### src/rtl/pchg_guard_pkg.sv
package pchg_guard_pkg;

  typedef enum logic [2:0] {
    CMD_RD   = 3'd0,
    CMD_RDA  = 3'd1,
    CMD_WR   = 3'd2,
    CMD_WRA  = 3'd3,
    CMD_PRE  = 3'd4,
    CMD_PREA = 3'd5
  } cmd_e;

  function automatic int ceil_div(input int num, input int den);
    return (num + den - 1) / den;
  endfunction

  function automatic int max_int(input int a, input int b);
    return (a > b) ? a : b;
  endfunction

  // read-to-precharge spacing in clocks
  function automatic int rd_gap(input int al, input int bl, input int trtp_ps, input int tck_ps);
    return al + bl / 2 + max_int(ceil_div(trtp_ps, tck_ps), 2) - 2;
  endfunction

  // write-recovery spacing in clocks
  function automatic int wr_gap(input int wl, input int bl, input int twr_ps, input int tck_ps);
    return wl + bl / 2 + ceil_div(twr_ps, tck_ps);
  endfunction

endpackage

### src/rtl/pchg_cmd_decode.sv
module pchg_cmd_decode
  import pchg_guard_pkg::*;
#(
  parameter int NUM_BANKS = 4,
  parameter int BANK_W    = 2,
  parameter int CNT_W     = 4,
  parameter logic [CNT_W-1:0] RD_LD = '0,
  parameter logic [CNT_W-1:0] WR_LD = '0,
  parameter logic [CNT_W-1:0] PP_LD = '0
) (
  input  logic                 valid_i,
  input  logic [2:0]           cmd_i,
  input  logic [BANK_W-1:0]    bank_i,
  output logic [NUM_BANKS-1:0] load_o,
  output logic [CNT_W-1:0]     load_val_o,
  output logic [NUM_BANKS-1:0] pre_hit_o
);

  logic one_bank;
  logic all_banks;
  logic is_pre;

  always_comb begin
    one_bank   = 1'b0;
    all_banks  = 1'b0;
    is_pre     = 1'b0;
    load_val_o = '0;
    if (valid_i) begin
      case (cmd_i)
        CMD_RD, CMD_RDA: begin
          one_bank   = 1'b1;
          load_val_o = RD_LD;
        end
        CMD_WR, CMD_WRA: begin
          one_bank   = 1'b1;
          load_val_o = WR_LD;
        end
        CMD_PRE: begin
          one_bank   = 1'b1;
          is_pre     = 1'b1;
          load_val_o = PP_LD;
        end
        CMD_PREA: begin
          all_banks  = 1'b1;
          is_pre     = 1'b1;
          load_val_o = PP_LD;
        end
        default: ;
      endcase
    end
  end

  for (genvar b = 0; b < NUM_BANKS; b++) begin : g_sel
    logic sel;
    assign sel          = all_banks | (one_bank && (bank_i == BANK_W'(b)));
    assign load_o[b]    = sel;
    assign pre_hit_o[b] = sel & is_pre;
  end

endmodule

### src/rtl/pchg_bank_timer.sv
module pchg_bank_timer #(
  parameter int CNT_W = 4
) (
  input  logic             clk_i,
  input  logic             rst_ni,
  input  logic             load_i,
  input  logic [CNT_W-1:0] load_val_i,
  output logic             ok_o
);

  logic [CNT_W-1:0] cnt_q;
  logic [CNT_W-1:0] dec;
  logic [CNT_W-1:0] cnt_d;

  always_comb begin
    dec   = (cnt_q == '0) ? '0 : cnt_q - 1'b1;
    // keep the longer of pending and new window
    cnt_d = (load_i && (load_val_i > dec)) ? load_val_i : dec;
  end

  always_ff @(posedge clk_i or negedge rst_ni) begin
    if (!rst_ni) cnt_q <= '0;
    else         cnt_q <= cnt_d;
  end

  assign ok_o = (cnt_q == '0);

endmodule

### src/rtl/pchg_viol_flag.sv
module pchg_viol_flag #(
  parameter int NUM_BANKS = 4
) (
  input  logic                 clk_i,
  input  logic                 rst_ni,
  input  logic [NUM_BANKS-1:0] pre_hit_i,
  input  logic [NUM_BANKS-1:0] ok_i,
  output logic                 viol_o
);

  logic viol_q;
  logic early;

  assign early = |(pre_hit_i & ~ok_i);

  always_ff @(posedge clk_i or negedge rst_ni) begin
    if (!rst_ni)    viol_q <= 1'b0;
    else if (early) viol_q <= 1'b1;
  end

  assign viol_o = viol_q;

endmodule

### src/rtl/pchg_spacing_guard.sv
module pchg_spacing_guard
  import pchg_guard_pkg::*;
#(
  parameter int NUM_BANKS = 4,
  parameter int AL        = 0,
  parameter int WL        = 3,
  parameter int BL        = 4,
  parameter int T_RTP_PS  = 7500,
  parameter int T_WR_PS   = 15000,
  parameter int T_CK_PS   = 3750,
  parameter int PP_GAP    = 1,
  localparam int BANK_W   = (NUM_BANKS > 1) ? $clog2(NUM_BANKS) : 1
) (
  input  logic                 clk_i,
  input  logic                 rst_ni,
  input  logic                 cmd_valid_i,
  input  logic [2:0]           cmd_i,
  input  logic [BANK_W-1:0]    bank_i,
  output logic [NUM_BANKS-1:0] pre_ok_o,
  output logic                 pre_all_ok_o,
  output logic                 viol_o
);

  localparam int RD_GAP  = rd_gap(AL, BL, T_RTP_PS, T_CK_PS);
  localparam int WR_GAP  = wr_gap(WL, BL, T_WR_PS, T_CK_PS);
  localparam int MAX_GAP = max_int(max_int(RD_GAP, WR_GAP), max_int(PP_GAP, 1));
  localparam int CNT_W   = $clog2(MAX_GAP + 1);
  localparam logic [CNT_W-1:0] RD_LD = CNT_W'((RD_GAP > 0) ? RD_GAP - 1 : 0);
  localparam logic [CNT_W-1:0] WR_LD = CNT_W'((WR_GAP > 0) ? WR_GAP - 1 : 0);
  localparam logic [CNT_W-1:0] PP_LD = CNT_W'((PP_GAP > 0) ? PP_GAP - 1 : 0);

  logic [NUM_BANKS-1:0] load;
  logic [CNT_W-1:0]     load_val;
  logic [NUM_BANKS-1:0] pre_hit;
  logic [NUM_BANKS-1:0] ok;

  pchg_cmd_decode #(
    .NUM_BANKS(NUM_BANKS),
    .BANK_W   (BANK_W),
    .CNT_W    (CNT_W),
    .RD_LD    (RD_LD),
    .WR_LD    (WR_LD),
    .PP_LD    (PP_LD)
  ) u_dec (
    .valid_i   (cmd_valid_i),
    .cmd_i     (cmd_i),
    .bank_i    (bank_i),
    .load_o    (load),
    .load_val_o(load_val),
    .pre_hit_o (pre_hit)
  );

  for (genvar b = 0; b < NUM_BANKS; b++) begin : g_bank
    pchg_bank_timer #(.CNT_W(CNT_W)) u_tmr (
      .clk_i     (clk_i),
      .rst_ni    (rst_ni),
      .load_i    (load[b]),
      .load_val_i(load_val),
      .ok_o      (ok[b])
    );
  end

  pchg_viol_flag #(.NUM_BANKS(NUM_BANKS)) u_viol (
    .clk_i    (clk_i),
    .rst_ni   (rst_ni),
    .pre_hit_i(pre_hit),
    .ok_i     (ok),
    .viol_o   (viol_o)
  );

  assign pre_ok_o     = ok;
  assign pre_all_ok_o = &ok;

endmodule

### config.mk
export PLATFORM = sky130hd
export DESIGN_NAME = pchg_spacing_guard
export DESIGN_NICKNAME = d
export VERILOG_FILES = /design/src/rtl/pchg_guard_pkg.sv /design/src/rtl/pchg_cmd_decode.sv /design/src/rtl/pchg_bank_timer.sv /design/src/rtl/pchg_viol_flag.sv /design/src/rtl/pchg_spacing_guard.sv
export SDC_FILE = /design/constraint.sdc
export NUM_CORES = 1
export LEC_CHECK = 0
export BUFFER_PORTS_ARGS = -buffer_cell sky130_fd_sc_hd__buf_2
export CORE_MARGIN = 2
export CORE_UTILIZATION = 45
export DETAILED_ROUTE_END_ITERATION = 7
export PLACE_DENSITY = 0.64
export SLEW_MARGIN = 20
export SYNTH_ARGS = -nofsm -noshare
export SYNTH_HDL_FRONTEND = slang
export SYNTH_HIERARCHICAL = 1
export SYNTH_SLANG_ARGS = --single-unit
### constraint.sdc
create_clock -name clk_i -period 2 [get_ports clk_i]
set_input_delay 0.1 -clock clk_i [delete_from_list [all_inputs] [get_ports clk_i]]
set_output_delay 0.1 -clock clk_i [all_outputs]
set_load 0.02 [all_outputs]
==> flow_summary.yaml <==
outcome:
  outcome: "finished with violations"
  violations_in_the_final_reports: "setup timing"
timing:
  whs_ns: 0.253
  number_of_hold_slack_violations_in_the_final_timing_report: 0
  report.final.slew_viol_count: 0
  grt_setup_unrepaired: "true"
  min_period_ns: 2.05
  fmax_mhz: 489
  post-route-period-util: 1.02
  layout_setup_ws_ns: -0.0457
  setup_viol_count_final: 2
  setup_total_negative_slack_ns: -0.0521
  final.setup_skew_ns: 0.00143
finish:
  layout_cell_share_with_drive_strength_beyond_1: 0.350
  num-nets-final: 222
  n_antenna_cell: 0
  fillerInstances: 292
  post_layout_inst_area_mm2: 0.00184
  synthToLayoutAreaGrowth_pct: 20.6
global_routing:
  maximum_number_of_pins_on_one_net_before_global_route_repair: 18
  first_global_vias: 1240
  grt_first_pass_wirelength_um: 5460
  grt-ovfl-total: 0
  grt.total_usage: 0.178
  antenna_violations_before_repair: 0
clocking:
  clkLatencyLatePin_ns: 0.30
  clkSlewWorstSetupHoldPaths_ns: 0.10
  num_clock_sinks: 17
  clock_tree.htree_level_count: 1
  cts.path.max_buffers: 2
  clk_root_buffer_cell: "sky130_fd_sc_hd__clkbuf_4"
  tritoncts: "done"
  cts_inserted_buffers: 3
logic_synthesis:
  post_synth.cell_area_avg_um2: 9.40
  synth-edff-count: 0
  synthTopCellsByCount: "sky130_fd_sc_hd__a21oi_1 (21), sky130_fd_sc_hd__inv_1 (21), sky130_fd_sc_hd__dfrtp_1 (17)"
  gate_count_after_technology_mapping: 162
  netlist.top_cell.by_area: "sky130_fd_sc_hd__dfrtp_1"
  post-synth-top-area-fraction: 0.279
  synth.distinct_cells: 26
  synth_seq_cells: 17
  synthTopCellsByArea: "sky130_fd_sc_hd__dfrtp_1 (28%), sky130_fd_sc_hd__ha_1 (13%), sky130_fd_sc_hd__mux2i_1 (7.9%)"
  synth_sequential_area_ratio: 0.279
  postSynth.asyncResetShare: 1.00
  yosysWarnings: 6
  synth_ff_type: "sky130_fd_sc_hd__dfrtp_1"
  synthesized_area_mm2: 0.00152
floorplanning:
  core_region_area_mm2: 0.00328
  row_count: 21
  floorplan.die.height_um: 62.2
  floorplan.io_pins: 14
  die_area_mm2: 0.00387
  dieWidth_um: 62.2
  initial_utilization: 0.464
worst_setup_path:
  critPathMaxStageDelay_ns: 0.40
  cp_cell_sequence: "or2_4 > nor3b_2 > a21oi_2 > ha_1 > nand4_1 > nand2_1 > a21oi_4 > buf_6 > mux2i_1"
  cpMaxStageDelayCell: "sky130_fd_sc_hd__dfrtp_1"
  critical_path_maximum_fanout: 5
  critPathCaptureType: "register"
  cp.required_ns: 2.21
  worstSetupStartpointType: "register"
  worst_reg_to_reg_setup_slack_ns: -0.05
  criticalPathCategory: "reg2reg"
  cp.arrival_ns: 2.25
min_path:
  hold_path_class: "in2async"
run:
  drv.max_cap_violation_count: 0
drt:
  route.final.wire_length_um: 3340
  vias: 1256
  wire_per_inst_um: 13.8
  vias_per_cell: 5.17
  drtAntennaViolNets: 0
  tritonroute_pass_1_iters: 4
  drc: 0
  detailedRoute.firstIterationViolations: 36
pwr:
  total_leakage_power_nw: 0.836
  ir_worst_vdd_mv: 0.644
  pwr_density_cell_mw_per_mm2: 1100
placement:
  gpl.final_weighted_congestion: 0.799
  detailedPlace.worstSlack_ns: -0.0312
  placed_cell_area_mm2: 0.00166
  numPortBuffers: 13
  dp.final_hpwl_um: 2500
## per-layer routing
layer | up-vias | global-route usage | part of all wire
met5 | - | 0 | 0
met4 | 0 | 0.0500 | 0.011
met3 | 4 | 0.0435 | 0.032
met2 | 16 | 0.323 | 0.53
met1 | 601 | 0.208 | 0.42
li1 | 635 | - | -
## worst paths after layout
check / from / endpoint / depth (start not counted)
max: g_bank[1].u_tmr/cnt_q[0] / g_bank[1].u_tmr/cnt_q[3] / 9
min: rst_ni / g_bank[2].u_tmr/cnt_q[2] / 2
max reg2reg: g_bank[1].u_tmr/cnt_q[0] / g_bank[1].u_tmr/cnt_q[3] / 9
min reg2reg: u_viol/viol_o / u_viol/viol_o / 2
max in group asynchronous: rst_ni / g_bank[0].u_tmr/cnt_q[0] / 2
min in group clk_i: cmd_i[0] / u_viol/viol_o / 5
## critical path, delay by kind of cell, from the launching register on
| family | cells | cell delay, ns |
|---|---|---|
| fa+ha+maj | 1 | 0.33 |
| simple gates | 4 | 0.64 |
| flops | 1 | 0.40 |
| buf+inv | 1 | 0.13 |
| compound gates | 2 | 0.23 |
| mux | 1 | 0.23 |
## cells in the final DEF (no fill, tap or decap), types with 2 or more instances in the layout
cell type	synthesis	routed
sky130_fd_sc_hd__nor2_1	12	11
sky130_fd_sc_hd__nor3b_2	4	4
sky130_fd_sc_hd__nor3_1	8	8
sky130_fd_sc_hd__nand2_1	7	6
sky130_fd_sc_hd__o211ai_2	4	4
sky130_fd_sc_hd__ha_1	16	16
sky130_fd_sc_hd__clkbuf_4	0	3
sky130_fd_sc_hd__mux2_4	4	4
sky130_fd_sc_hd__or2_4	4	4
sky130_fd_sc_hd__buf_4	6	18
sky130_fd_sc_hd__a21oi_4	4	4
sky130_fd_sc_hd__buf_6	0	4
sky130_fd_sc_hd__buf_2	0	13
sky130_fd_sc_hd__dfrtp_1	17	17
sky130_fd_sc_hd__mux2i_1	12	12
sky130_fd_sc_hd__inv_1	21	21
sky130_fd_sc_hd__nand2b_1	2	2
sky130_fd_sc_hd__nand4_1	4	4
sky130_fd_sc_hd__a21oi_2	0	3
sky130_fd_sc_hd__a21oi_1	21	18
sky130_fd_sc_hd__nor2b_4	4	4
sky130_fd_sc_hd__o21ai_1	0	3
sky130_fd_sc_hd__conb_1	1	2
## kinds of logic after synthesis
logic type | after synthesis | synth area share
flops | 17 | 0.279
simple gates | 50 | 0.216
fa+ha+maj | 16 | 0.131
mux | 16 | 0.118
other cells | 1 | 0.00246
buf+inv | 27 | 0.0813
compound gates | 35 | 0.171
## per-stage QoR
stage,cells,util,total power [mW]
after floorplan,163,-,1.35
after global placement,224,0.507,1.58
after detailed placement,224,0.507,1.62
after CTS,233,0.527,1.86
after global routing,243,0.559,2.18
final,243,0.559,2.01
## report_power, final
part	switching (mW)	internal, mW
Combinational	0.675	0.644
Sequential	0.0753	0.429
Clock	0.111	0.0778
## flip-flops by register name, summed over array words and instances, names as in the netlist
signal,cells
g_bank.u_tmr/cnt_q,16
u_viol/viol_o,1
## timing repair
| action | 4_1_cts | 5_1_grt |
|---|---|---|
| gates resized for setup | 2 | 10 |
| setup endpoints to repair | 6 | 16 |
| setup buffers | 4 | 10 |
| hold buffers | 1 | 0 |
| hold endpoints to repair | 17 | 0 |
| pin swaps | 1 | 15 |
| cloned | 0 | 0 |
## area by class of cell
cell class	instances	area [um2]	share of cell area
timing repair buffer	36	255	0.139
tap	46	57.6	0.0313
clock buffer	4	26.3	0.0143
sequential	17	425	0.232
multi-input combinational	119	993	0.541
inverter	21	78.8	0.0429
Note: power is estimated with default switching activity, not from simulation.
